## config.mk

```make
export PLATFORM = sky130hd
export DESIGN_NAME = nextpc_unit
export DESIGN_NICKNAME = d
export VERILOG_FILES = /design/src/rtl/nextpc_pkg.sv /design/src/rtl/nextpc_cond.sv /design/src/rtl/nextpc_target.sv /design/src/rtl/nextpc_unit.sv
export SDC_FILE = /design/constraint.sdc
export NUM_CORES = 1
export LEC_CHECK = 0
export BUFFER_PORTS_ARGS = -buffer_cell sky130_fd_sc_hd__buf_2
export CAP_MARGIN = 25
export CORE_MARGIN = 2
export CORE_UTILIZATION = 47
export CTS_CLUSTER_SIZE = 30
export DETAILED_ROUTE_END_ITERATION = 16
export GPL_ROUTABILITY_DRIVEN = 0
export PLACE_DENSITY = 0.88
export SLEW_MARGIN = 20
export SYNTH_ARGS = -nofsm -noshare
export SYNTH_HDL_FRONTEND = slang
export SYNTH_SLANG_ARGS = --single-unit
```

## constraint.sdc

```tcl
create_clock -name clk -period 1.2 [get_ports clk]
set_clock_uncertainty 0.1 [all_clocks]
set_input_delay 0 -clock clk [delete_from_list [all_inputs] [get_ports clk]]
set_output_delay 0 -clock clk [all_outputs]
set_load 0.01 [all_outputs]
```

## src/rtl/nextpc_pkg.sv

```systemverilog
package nextpc_pkg;
  localparam int unsigned CLASS_W = 3;

  typedef enum logic [CLASS_W-1:0] {
    NPC_SEQ     = 3'd0,
    NPC_BR_PAIR = 3'd1,
    NPC_BR_ZERO = 3'd2,
    NPC_JMP_ABS = 3'd3,
    NPC_JMP_REG = 3'd4
  } npc_class_e;

  // zero-test condition codes (class NPC_BR_ZERO)
  localparam logic [1:0] ZT_GTZ = 2'b00;
  localparam logic [1:0] ZT_GEZ = 2'b01;
  localparam logic [1:0] ZT_LTZ = 2'b10;
  localparam logic [1:0] ZT_LEZ = 2'b11;
endpackage

```

## src/rtl/nextpc_cond.sv

```systemverilog
// Branch decision: equality compare or sign/zero test, no subtractor.
module nextpc_cond
  import nextpc_pkg::*;
#(
  parameter int unsigned XLEN = 32
) (
  input  logic [CLASS_W-1:0] ctl_class,
  input  logic [1:0]         cond_sel,
  input  logic [XLEN-1:0]    opnd_a,
  input  logic [XLEN-1:0]    opnd_b,
  output logic               is_branch,
  output logic               br_take
);
  logic pair_eq;
  logic a_zero;
  logic a_neg;
  logic pair_take;
  logic zero_take;

  always_comb begin
    pair_eq = (opnd_a == opnd_b);
    a_zero  = ~|opnd_a;
    a_neg   = opnd_a[XLEN-1];

    pair_take = cond_sel[0] ? ~pair_eq : pair_eq;

    unique case (cond_sel)
      ZT_GTZ:  zero_take = ~a_neg & ~a_zero;
      ZT_GEZ:  zero_take = ~a_neg;
      ZT_LTZ:  zero_take = a_neg;
      default: zero_take = a_neg | a_zero;
    endcase

    is_branch = 1'b0;
    br_take   = 1'b0;
    if (ctl_class == NPC_BR_PAIR) begin
      is_branch = 1'b1;
      br_take   = pair_take;
    end else if (ctl_class == NPC_BR_ZERO) begin
      is_branch = 1'b1;
      br_take   = zero_take;
    end
  end
endmodule

```

## src/rtl/nextpc_target.sv

```systemverilog
// Forms the three candidate targets plus the fall-through address.
module nextpc_target #(
  parameter int unsigned XLEN  = 32,
  parameter int unsigned OFS_W = 16,
  parameter int unsigned JMP_W = 26,
  parameter int unsigned ILEN  = 4
) (
  input  logic [XLEN-1:0]       cur_pc,
  input  logic [OFS_W-1:0]      br_offset,
  input  logic [JMP_W-1:0]      jmp_field,
  input  logic [XLEN-1:$clog2(ILEN)] reg_word,
  output logic [XLEN-1:0]       seq_pc,
  output logic [XLEN-1:0]       br_pc,
  output logic [XLEN-1:0]       abs_pc,
  output logic [XLEN-1:0]       reg_pc
);
  localparam int unsigned SH    = $clog2(ILEN);
  localparam int unsigned EXT_W = XLEN - OFS_W - SH;
  localparam int unsigned RGN_W = XLEN - JMP_W - SH;

  logic [XLEN-1:0] ofs_ext;

  always_comb begin
    seq_pc  = cur_pc + XLEN'(ILEN);
    ofs_ext = {{EXT_W{br_offset[OFS_W-1]}}, br_offset, {SH{1'b0}}};
    br_pc   = seq_pc + ofs_ext;
    reg_pc  = {reg_word, {SH{1'b0}}};
  end

  generate
    if (RGN_W > 0) begin : g_region
      assign abs_pc = {seq_pc[XLEN-1 -: RGN_W], jmp_field, {SH{1'b0}}};
    end else begin : g_flat
      assign abs_pc = {jmp_field[XLEN-SH-1:0], {SH{1'b0}}};
    end
  endgenerate
endmodule

```

## src/rtl/nextpc_unit.sv

```systemverilog
module nextpc_unit
  import nextpc_pkg::*;
#(
  parameter int unsigned XLEN     = 32,
  parameter int unsigned OFS_W    = 16,
  parameter int unsigned JMP_W    = 26,
  parameter int unsigned ILEN     = 4,
  parameter logic [31:0] RESET_PC = 32'h0
) (
  input  logic                 clk,
  input  logic                 rst_n,
  input  logic                 insn_valid,
  input  logic [XLEN-1:0]      cur_pc,
  input  logic [CLASS_W-1:0]   ctl_class,
  input  logic [1:0]           cond_sel,
  input  logic [XLEN-1:0]      opnd_a,
  input  logic [XLEN-1:0]      opnd_b,
  input  logic [OFS_W-1:0]     br_offset,
  input  logic [JMP_W-1:0]     jmp_field,
  output logic [XLEN-1:0]      next_pc,
  output logic                 taken
);
  localparam int unsigned SH = $clog2(ILEN);

  // reset synchroniser: assert asynchronously, release on the clock
  logic [1:0] rst_pipe;
  logic       rst_sync_n;

  always_ff @(posedge clk or negedge rst_n) begin
    if (!rst_n) rst_pipe <= 2'b00;
    else        rst_pipe <= {rst_pipe[0], 1'b1};
  end
  assign rst_sync_n = rst_pipe[1];

  logic            is_branch;
  logic            br_take;
  logic [XLEN-1:0] seq_pc;
  logic [XLEN-1:0] br_pc;
  logic [XLEN-1:0] abs_pc;
  logic [XLEN-1:0] reg_pc;

  nextpc_cond #(.XLEN(XLEN)) u_cond (
    .ctl_class (ctl_class),
    .cond_sel  (cond_sel),
    .opnd_a    (opnd_a),
    .opnd_b    (opnd_b),
    .is_branch (is_branch),
    .br_take   (br_take)
  );

  nextpc_target #(
    .XLEN(XLEN), .OFS_W(OFS_W), .JMP_W(JMP_W), .ILEN(ILEN)
  ) u_tgt (
    .cur_pc    (cur_pc),
    .br_offset (br_offset),
    .jmp_field (jmp_field),
    .reg_word  (opnd_a[XLEN-1:SH]),
    .seq_pc    (seq_pc),
    .br_pc     (br_pc),
    .abs_pc    (abs_pc),
    .reg_pc    (reg_pc)
  );

  logic [XLEN-1:0] pc_d;
  logic            taken_d;
  logic            upd_en;

  always_comb begin
    upd_en  = insn_valid;
    pc_d    = seq_pc;
    taken_d = 1'b0;
    if (is_branch) begin
      if (br_take) begin
        pc_d    = br_pc;
        taken_d = 1'b1;
      end
    end else if (ctl_class == NPC_JMP_ABS) begin
      pc_d    = abs_pc;
      taken_d = 1'b1;
    end else if (ctl_class == NPC_JMP_REG) begin
      pc_d    = reg_pc;
      taken_d = 1'b1;
    end
  end

  always_ff @(posedge clk or negedge rst_sync_n) begin
    if (!rst_sync_n) begin
      next_pc <= RESET_PC[XLEN-1:0];
      taken   <= 1'b0;
    end else if (upd_en) begin
      next_pc <= pc_d;
      taken   <= taken_d;
    end
  end
endmodule

```

==> results of run 1 <==
## repair_timing
action                                  4_1_cts
endpoints found under the setup margin       33
cloned                                        1
resized for setup                           158
buffers inserted                             75
pin swaps                                   106
hold endpoints to repair                      4
hold buffers                                  4
## cell families after synthesis
kind of cell / share of synthesized area (%)
simple gates: 24.7
other cells: 0.0711
fa+ha+maj: 9.15
buf+inv: 4.81
mux: 1.38
flops: 16.6
compound gates: 29.7
xor+xnor: 13.6
## per-stage QoR
step / hold slack, ns / setup TNS [ns] / std cells
after floorplan: -0.396 / -34.54 / 708
after global placement: -0.313 / -48.85 / 1234
after detailed placement: -0.308 / -53.23 / 1234
after CTS: 0.0144 / -40.09 / 1311
## routing by layer
layer | GRT overflow | GRT usage [%]
met3 | 0 | 66.0
met5 | 0 | 30.4
met2 | 41 | 93.9
met4 | 27 | 84.7
met1 | 1 | 82.2
==> results.toml, run 1 <==
[global_routing]
first_global_vias = 11700
gr-total-overflow = 69
track_usage_pct = 81.0
grt_first_pass_wirelength_microns = 72600
grt_max_degree = 34

[outcome]
status = "did not finish"
failing_step = "global routing (5_1_grt)"
error = "[ERROR GRT-0116] Global routing finished with congestion. Check the congestion regions in the DRC Viewer."

[clock_tree]
cts_root_buffer = "clkbuf_8"
clkSinkCount = 35
clockBufferDepth = 2
cts_buffers = 5
htreeDepth = 2

[place]
dpl.hpwl_microns = 22400
dp_slack_ns = -2.03
io_buffer_count = 178
place_area_sq_mm = 0.00847

[yosys]
ys_async_sr_fraction_pct = 100
synth_top_area_cell = "dfrtp_1"
synth_top_area_share_pct = 16.6
synth-edff-count = 0
netlist_area_sq_mm = 0.00528
synth_warnings = 0
synthTopCellsByArea = "dfrtp_1 (17%), ha_1 (8.8%), xor2_1 (8.0%)"
synth_ff_type = "dfrtp_1"
synth_seq_cells = 35
syn_inst = 708
synth.most_common_cell = "nand2_1"
synth_cell_types = 71
syn_nets = 892
synth-seq-area-share_pct = 16.6
synth_common_cells = "nand2_1 (75), nor2_1 (56), xor2_1 (48)"
syn_avg_cell_area_sq_um = 7.45

[floorplan]
die_h_microns = 110
ios = 179
die_w_microns = 110
start_util_pct = 48.5
row_count = 38
==> run 2: changes to the inputs <==
--- a/config.mk
+++ b/config.mk
@@ -8,11 +8,10 @@
 export BUFFER_PORTS_ARGS = -buffer_cell sky130_fd_sc_hd__buf_2
 export CAP_MARGIN = 25
 export CORE_MARGIN = 2
-export CORE_UTILIZATION = 47
-export CTS_CLUSTER_SIZE = 30
+export CORE_UTILIZATION = 40
 export DETAILED_ROUTE_END_ITERATION = 16
 export GPL_ROUTABILITY_DRIVEN = 0
-export PLACE_DENSITY = 0.88
+export PLACE_DENSITY_LB_ADDON = 0.15
 export SLEW_MARGIN = 20
 export SYNTH_ARGS = -nofsm -noshare
 export SYNTH_HDL_FRONTEND = slang
==> constraint.sdc (replaced) <==
create_clock -name clk -period 1.6 [get_ports clk]
set_clock_uncertainty 0.1 [all_clocks]
set_input_delay 0 -clock clk [delete_from_list [all_inputs] [get_ports clk]]
set_output_delay 0 -clock clk [all_outputs]
set_load 0.01 [all_outputs]
==> run 2 against run 1 <==
The flow now finishes, with violations (negative setup slack). Synthesized cell count stayed put. Area after synthesis stayed put.
==> results.toml, run 2 <==
[yosys]
synth-edff-count = 0
netlist_area_sq_mm = 0.00528
synth_warnings = 0
synth-seq-area-share_pct = 16.6
synth_seq_cells = 35
syn_avg_cell_area_sq_um = 7.45
synthTopCellsByArea = "dfrtp_1 (17%), ha_1 (8.8%), xor2_1 (8.0%)"
synth_common_cells = "nand2_1 (75), nor2_1 (56), xor2_1 (48)"
ys_async_sr_fraction_pct = 100
synth_top_area_cell = "dfrtp_1"
synth.most_common_cell = "nand2_1"
synth_top_area_share_pct = 16.6
synth_cell_types = 71
synth_ff_type = "dfrtp_1"
syn_inst = 708
syn_nets = 892

[setup_path]
path_delay_family = "compound AO/OA/AOI/OAI gates"
critPathMaxStageDelay_ns = 0.39
path_buf_inv = 1
critPathMaxFanout = 3
critPathCaptureType = "flip-flop"
regToRegSetupSlack_ns = 0.64
worstRegToRegCells = 2
crit_path_start_kind = "input port"
required_ns = 1.71
arrival_ns = 3.02
rr_startpoint = "next_pc[21]"
path_class = "input port to flip-flop"
worstReg2RegEnd = "next_pc[21]"
critical_path.slowest_cell = "nor4_4"
cp_cell_sequence = "buf_8 > nand3_4 > nor4_4 > nand4_1 > xnor2_2 > ha_1 > a21o_1 > a31o_2 > a221o_1 > nand2b_4 > o21ai_4 > o21ai_2 > mux2_4 > a311oi_2"

[timing]
setup_viol = 31
hold_ws_ns = 0.0745
rsz0062_at_grt = "true"
finalWorstSetupSlack_ns = -1.31
worst_pin_slew_ns = 0.751
fin_crit_sh_pct = 182
slew_viol_final = 0
timing.final.hold_violations = 0
fin_crit_ns = 2.91
slew_headroom_pct = 49.4
fmax_mhz = 343

[finish]
antenna_cells = 0
area.growth.synth_to_final_pct = 102
largest-register = "next_pc"
largest_reg_flops = 32
final_cells = 1351
final_nets = 1362
final_cell_mix = "buf_4 (264), buf_2 (161), nand2_1 (66), buf_6 (50), nor2_1 (48)"
largestRegisters = "next_pc x32, rst_pipe x2, taken x1"
layout-drive-gt1-share_pct = 59.2
final_common_cell = "buf_4"

[global_routing]
gr-total-overflow = 0
antenna_found_initial = 0
grt.busiest_layer = "met2"
grt_first_pass_wirelength_microns = 44400
first_global_vias = 8395
grt.met3_usage_pct = 7.04
grt_max_degree = 50
track_usage_pct = 39.8
grt.met1_usage_pct = 48.2
grtUsageMet2_pct = 65.4

[power]
vdd_drop_max_mv = 0.517
power_density_mw_per_mm2 = 553
power_leakage_nw = 4.86

[clock_tree]
cts_root_buffer = "clkbuf_16"
clk_pin_slew_ns = 0.07
clkLatencyLatePin_ns = 0.29
htreeDepth = 2
clkSinkCount = 35
cts_buffers = 5
clockBufferDepth = 2
tritoncts = "done"

[floorplan]
start_util_pct = 41.3
dieArea_sq_mm = 0.0141
die_w_microns = 119
row_count = 41
die_h_microns = 119
ios = 179
core_sq_mm = 0.0128

[place]
dp_cells = 1277
dpl.hpwl_microns = 20900
io_buffer_count = 178
dp_slack_ns = -1.63

[min_path]
worstHoldPathCells = 4
min_path_type = "input port to flip-flop"
hold_end = "next_pc[2]"
hold_start = "br_offset[0]"

[routing]
vias = 8938
drcViolationCount = 0
drtPass1Iterations = 6
wire_per_inst_microns = 25.2
drt-initial-drc-count = 1138
routed_wirelength_microns = 34000
via_per_inst = 6.62
antenna_left = 0

[outcome]
status = "finished with violations"
violations = "negative setup slack"

[run]
cap_violations = 0
[run 2: area by class of cell]
type	count	area, sq um
Sequential cell	35	876
Clock inverter	3	15.0
Fill cell	647	2140
Timing Repair Buffer	501	3770
Clock buffer	5	125
Inverter	21	78.8
Tap cell	172	215
Multi-Input combinational cell	614	5560
[run 2: metrics by stage]
stage	TNS [ns]	utilization (%)	cell area, sq um	total power (W)
5_1_grt	-31.72	83.3	10600	0.00604
3_5_place_dp	-39.04	67.6	8640	0.00382
4_1_cts	-24.95	78.4	10000	0.00528
6_report	-29.74	83.3	10600	0.00588
2_1_floorplan	-22.14	-	5740	0.00243
3_3_place_gp	-37.19	67.6	8640	0.00375
[run 2: cells by family (layout without fill, tap and decap cells)]
group / after synthesis / count (layout) / share of synthesized area [%]
compound gates: 228 / 228 / 29.7
xor+xnor: 82 / 82 / 13.6
fa+ha+maj: 38 / 38 / 9.15
buf+inv: 59 / 530 / 4.81
flops: 35 / 35 / 16.6
mux: 7 / 7 / 1.38
other cells: 1 / 1 / 0.0711
simple gates: 258 / 258 / 24.7
[run 2: per-layer routing]
layer | wire length, microns | up-vias
met4 | 3600 | 0
met5 | 0 | -
met1 | 11200 | 4150
met3 | 4250 | 306
li1 | - | 3605
met2 | 15000 | 877
[run 2: what timing repair did]
action	4_1_cts	5_1_grt
gates cloned	0	0
setup buffers	55	38
hold buffers	4	0
endpoints found under the hold margin	4	0
pin swaps	85	78
setup endpoints to repair	31	31
resized for setup	175	105
[run 2: how the worst max path moves through the flow]
| stage | start | end | slack, ns | cells after the start |
|---|---|---|---|---|
| after floorplan | cur_pc[11] | next_pc[30] | -1.31 | 14 |
| after global placement | cur_pc[5] | next_pc[29] | -1.50 | 15 |
| after detailed placement | cur_pc[7] | next_pc[29] | -1.63 | 15 |
| after CTS | cur_pc[12] | next_pc[29] | -1.18 | 17 |
| after global routing | cur_pc[16] | next_pc[29] | -1.45 | 15 |
| final | cur_pc[12] | next_pc[30] | -1.31 | 14 |
[run 2: worst register-to-register path: stages (launching register included)]
cell	delay, ns
dfrtp_1	0.42
o21ai_0	0.23
a21oi_1	0.07
[run 2: where the power goes]
part / switching, W / internal, W
sequential: 0.0000856 / 0.00100
combinational: 0.00193 / 0.00183
clock: 0.000457 / 0.000571
(Power assumes the default switching activity.)
==> run 3: changes to the inputs <==
--- a/config.mk
+++ b/config.mk
@@ -9,9 +9,11 @@
 export CAP_MARGIN = 25
 export CORE_MARGIN = 2
 export CORE_UTILIZATION = 40
+export CTS_BUF_LIST = sky130_fd_sc_hd__clkbuf_16
 export DETAILED_ROUTE_END_ITERATION = 16
 export GPL_ROUTABILITY_DRIVEN = 0
 export PLACE_DENSITY_LB_ADDON = 0.15
+export RECOVER_POWER = 25
 export SLEW_MARGIN = 20
 export SYNTH_ARGS = -nofsm -noshare
 export SYNTH_HDL_FRONTEND = slang
==> run 3 against run 2 <==
The flow still finishes with violations (negative setup slack). Setup slack better by 0.0035 ns. Critical path depth stayed put. Cell count stayed put. Count of clock-buffer cells in the layout stayed put. Final area hardly changed. Power hardly changed. Clock power hardly changed. Via count is 0.10% higher. Maximum frequency is 0.12% higher.
==> results.toml, run 3 (synthesized netlist as in run 2, its figures left out) <==
[timing]
setup_tns_ns = -29.81
rsz0062_at_grt = "true"
fin_crit_sh_pct = 182
timing.final.hold_violations = 0
worst_pin_slew_ns = 1.07
hold_ws_ns = 0.0759
fin_crit_ns = 2.91
finalWorstSetupSlack_ns = -1.31
slew_headroom_pct = 28.5
slew_viol_final = 0
fmax_mhz = 344
setup_viol = 31

[finish]
final_nets = 1362
final_common_cell = "buf_4"
largest-register = "next_pc"
antenna_cells = 0
final_cell_mix = "buf_4 (263), buf_2 (161), nand2_1 (66), buf_6 (50), nor2_1 (48)"
fin_util_pct = 83.2
largest_reg_flops = 32
layout-drive-gt1-share_pct = 59.2
area.growth.synth_to_final_pct = 101
largestRegisters = "next_pc x32, rst_pipe x2, taken x1"

[outcome]
violations = "negative setup slack"
status = "finished with violations"

[setup_path]
critPathMaxFanout = 3
path_class = "input port to flip-flop"
rr_startpoint = "rst_pipe[1]"
arrival_ns = 3.02
critPathCaptureType = "flip-flop"
required_ns = 1.71
worstSetupStartpoint = "cur_pc[12]"
crit_path_start_kind = "input port"

[floorplan]
start_util_pct = 41.3
dieArea_sq_mm = 0.0141
die_w_microns = 119
row_count = 41
die_h_microns = 119
core_sq_mm = 0.0128
ios = 179

[min_path]
hold_start = "br_offset[0]"
min_path_type = "input port to flip-flop"

[clock_tree]
htreeDepth = 2
cts_root_buffer = "clkbuf_16"
cts_buffers = 5
clkSinkCount = 35
clockBufferDepth = 2
clkLatencyLatePin_ns = 0.29
clk_pin_slew_ns = 0.07
tritoncts = "done"

[place]
io_buffer_count = 178
dpl.hpwl_microns = 20900

[routing]
routed_wirelength_microns = 34000
via_per_inst = 6.62
vias = 8947
drcViolationCount = 0
wire_per_inst_microns = 25.2
antenna_left = 0
drt-initial-drc-count = 1138
drtPass1Iterations = 7

[power]
vdd_drop_max_mv = 0.518
power_leakage_nw = 4.86
power_density_mw_per_mm2 = 554

[global_routing]
grt_first_pass_wirelength_microns = 44400
antenna_found_initial = 0
first_global_vias = 8395
gr-total-overflow = 0
grt_max_degree = 50
track_usage_pct = 39.8

[run]
cap_violations = 0
## run 3: changes by cell type in the layout (fill, tap and decap cells not counted)
cell / delta
buf_4: -1
clkbuf_2: +1
## run 3: per-stage QoR
stage | total power (W) | instance area [sq um] | worst slack, ns | std cells
global route | 0.00604 | 10600 | -1.45 | 1351
global placement | 0.00375 | 8640 | -1.50 | 1277
CTS | 0.00528 | 10000 | -1.18 | 1335
finish | 0.00588 | 10600 | -1.31 | 1351
detailed placement | 0.00382 | 8640 | -1.63 | 1277
floorplan | 0.00243 | 5740 | -1.31 | 708
## run 3: worst max-delay path: stages
cell and delay [ns]:
buf_8 0.08, nand3_4 0.09, nor4_4 0.39, nand4_1 0.25, xnor2_2 0.21, ha_1 0.31
a21o_1 0.19, a31o_2 0.23, a221o_1 0.38, nand2b_4 0.17, o21ai_4 0.15, o21ai_2 0.07
mux2_4 0.31, a311oi_2 0.18
## run 3: report_power, final
part,internal (W),total [W],switching (W)
Combinational,0.00183,0.00377,0.00194
Clock,0.000571,0.00103,0.000460
Sequential,0.00100,0.00109,0.0000850
Total,0.00340,0.00588,0.00248
## run 3: cell type report
type                       instances  area (sq um)
tap                              172           215
multi-input combinational        614          5560
timing repair buffer             501          3770
fill                             648          2140
clock inverter                     3          15.0
inverter                          21          78.8
sequential                        35           876
clock buffer                       5           125
## run 3: worst paths after layout
kind                                to  slack (ns)  cells past startpoint
setup / recovery           next_pc[30]       -1.31                     14
hold / removal              next_pc[2]        0.08                      4
setup reg to reg           next_pc[24]        0.32                      1
hold reg to reg            rst_pipe[1]        0.26                      0
max in group asynchronous  next_pc[24]        0.32                      1
min in group asynchronous  next_pc[30]        0.42                      1
## run 3: repair_timing
| item | in CTS | in global routing |
|---|---|---|
| hold endpoints to repair | 4 | 0 |
| buffers inserted | 55 | 38 |
| gates resized for setup | 175 | 105 |
| hold buffers | 4 | 0 |
| setup endpoints to repair | 31 | 31 |
| pin swaps | 85 | 78 |
## run 3: routing by layer
metal / up-vias / part of all wire (%) / GRT usage (%)
li1: 3608 / - / -
met1: 4158 / 33 / 48.2
met2: 874 / 44 / 65.4
met3: 307 / 12 / 7.04
met4: 0 / 11 / 24.7
met5: - / 0 / 0
==> run 4: changes to the inputs <==
--- a/config.mk
+++ b/config.mk
@@ -13,7 +13,7 @@
 export DETAILED_ROUTE_END_ITERATION = 16
 export GPL_ROUTABILITY_DRIVEN = 0
 export PLACE_DENSITY_LB_ADDON = 0.15
-export RECOVER_POWER = 25
+export RECOVER_POWER = 100
 export SLEW_MARGIN = 20
 export SYNTH_ARGS = -nofsm -noshare
 export SYNTH_HDL_FRONTEND = slang
==> constraint.sdc (replaced) <==
create_clock -name clk -period 1.6 [get_ports clk]
set_clock_uncertainty 0.1 [all_clocks]
set_input_delay 0 -clock clk [delete_from_list [all_inputs] [get_ports clk]]
set_output_delay 0 -clock clk [all_outputs]
set_load 0.05 [all_outputs]
==> run 4 against run 3 <==
Cell count unchanged. Sequential share of layout area hardly changed. Global-route usage is the same. The flow still finishes with violations (negative setup slack). Utilization decreased by 0.32 points. Critical path depth unchanged. Setup slack improved by 0.0018 ns. Critical endpoint unchanged. Critical path type unchanged. Final area shrank 0.39%. Non-clock buffer count stayed put. Maximum frequency about the same.
==> results.toml, run 4 (synthesized netlist as in run 2, its figures left out) <==
[finish]
register_area_sq_um = 876
final_cells = 1351
largest-register = "next_pc"
final_cell_mix = "buf_4 (262), buf_2 (128), nand2_1 (66), buf_6 (50), nor2_1 (48)"
final_common_cell = "buf_4"
largestRegisters = "next_pc x32, rst_pipe x2, taken x1"
area.growth.synth_to_final_pct = 101
final_nets = 1362
antenna_cells = 0
multiInputGateArea_sq_mm = 0.00556
largest_reg_flops = 32
nFillCells = 669
layout-drive-gt1-share_pct = 56.4

[global_routing]
first_global_vias = 8395
grt_max_degree = 50
gr-total-overflow = 0
antenna_found_initial = 0
grt_first_pass_wirelength_microns = 44400
track_usage_pct = 39.8

[place]
dpl.hpwl_microns = 20900
dp_slack_ns = -1.63
io_buffer_count = 178
dp_cells = 1277

[setup_path]
crit_path_start_kind = "input port"
critical_path.slowest_cell = "nor4_4"
regToRegSetupSlack_ns = 0.32
path_class = "input port to flip-flop"
required_ns = 1.71
path_delay_family = "compound AO/OA/AOI/OAI gates"
path_buf_inv = 1
worstReg2RegEnd = "next_pc[24]"
critPathMaxFanout = 3
arrival_ns = 3.01
worstRegToRegCells = 1
critPathMaxStageDelay_ns = 0.40
rr_startpoint = "rst_pipe[1]"
cp_cell_sequence = "buf_8 > nand3_4 > nor4_4 > nand4_1 > xnor2_2 > ha_1 > a21o_1 > a31o_2 > a221o_1 > nand2b_4 > o21ai_4 > o21ai_2 > mux2_4 > a311oi_2"
critPathCaptureType = "flip-flop"

[floorplan]
die_w_microns = 119
ios = 179
row_count = 41
core_sq_mm = 0.0128
dieArea_sq_mm = 0.0141
start_util_pct = 41.3
die_h_microns = 119

[clock_tree]
clk_pin_slew_ns = 0.07
cts_buffers = 5
cts_root_buffer = "clkbuf_16"
htreeDepth = 2
clkSinkCount = 35
tritoncts = "done"
clkLatencyLatePin_ns = 0.29
clockBufferDepth = 2

[routing]
drtPass1Iterations = 6
routed_wirelength_microns = 34000
wire_per_inst_microns = 25.1
drcViolationCount = 0
via_per_inst = 6.60
antenna_left = 0
vias = 8916
drt-initial-drc-count = 1065

[min_path]
hold_end = "next_pc[2]"
worstHoldPathCells = 4
hold_start = "br_offset[0]"
min_path_type = "input port to flip-flop"

[power]
power_leakage_nw = 4.77
power_density_mw_per_mm2 = 586
vdd_drop_max_mv = 0.552

[timing]
timing.final.hold_violations = 0
fin_crit_ns = 2.91
slew_viol_final = 0
hold_ws_ns = 0.0761
fin_crit_sh_pct = 182
finalWorstSetupSlack_ns = -1.31
setup_viol = 31
fmax_mhz = 344
slew_headroom_pct = 28.4
worst_pin_slew_ns = 1.07
rsz0062_at_grt = "true"

[outcome]
violations = "negative setup slack"
status = "finished with violations"

[run]
cap_violations = 0
-- run 4: worst max path at each step --
stage	startpoint	end	depth (start not counted)
5_1_grt	cur_pc[16]	next_pc[29]	15
3_5_place_dp	cur_pc[7]	next_pc[29]	15
4_1_cts	cur_pc[12]	next_pc[29]	17
2_1_floorplan	cur_pc[11]	next_pc[30]	14
6_report	cur_pc[12]	next_pc[30]	14
3_3_place_gp	cur_pc[5]	next_pc[29]	15
-- run 4: routing by layer --
layer  part of all wire [%]  up-vias  track usage [%]
li1                       -     3608                -
met1                     33     4182             48.2
met2                     44      831             65.4
met3                     12      295             7.04
met4                     10        0             24.7
met5                      0        -                0
-- run 4: tightest hold or removal path, cell delays in order --
cell     delay [ns]
buf_2          0.11
ha_4           0.12
o21ai_1        0.06
a21oi_1        0.13
-- run 4: metrics by stage --
step	total power, W	instance area (sq um)	utilization [%]	TNS [ns]
after floorplan	0.00278	5740	-	-22.15
after global placement	0.00410	8640	67.6	-37.19
after detailed placement	0.00418	8640	67.6	-39.04
after CTS	0.00564	10000	78.4	-24.95
after global routing	0.00636	10600	82.9	-31.73
final	0.00621	10600	82.9	-30.14
-- run 4: cell type report --
class / count / share of cell area, %
clock buffers: 5 / 1.18
clock inverters: 3 / 0.142
inverters: 21 / 0.744
multi-input cells: 614 / 52.5
flip-flops and latches: 35 / 8.27
well taps: 172 / 2.03
repair buffers: 501 / 35.2
-- run 4: what timing repair did --
item                                    in CTS  in global routing
pin swaps                                   85                 78
gates cloned                                 0                  0
endpoints found under the setup margin      31                 31
setup buffers                               55                 38
resized for setup                          175                105
hold buffers                                 4                  0
hold endpoints to repair                     4                  0
-- run 4: power by group --
group          total, W  internal, W  switching [W]
logic           0.00409      0.00180        0.00229
registers       0.00109      0.00100      0.0000885
clock network   0.00103     0.000571       0.000455
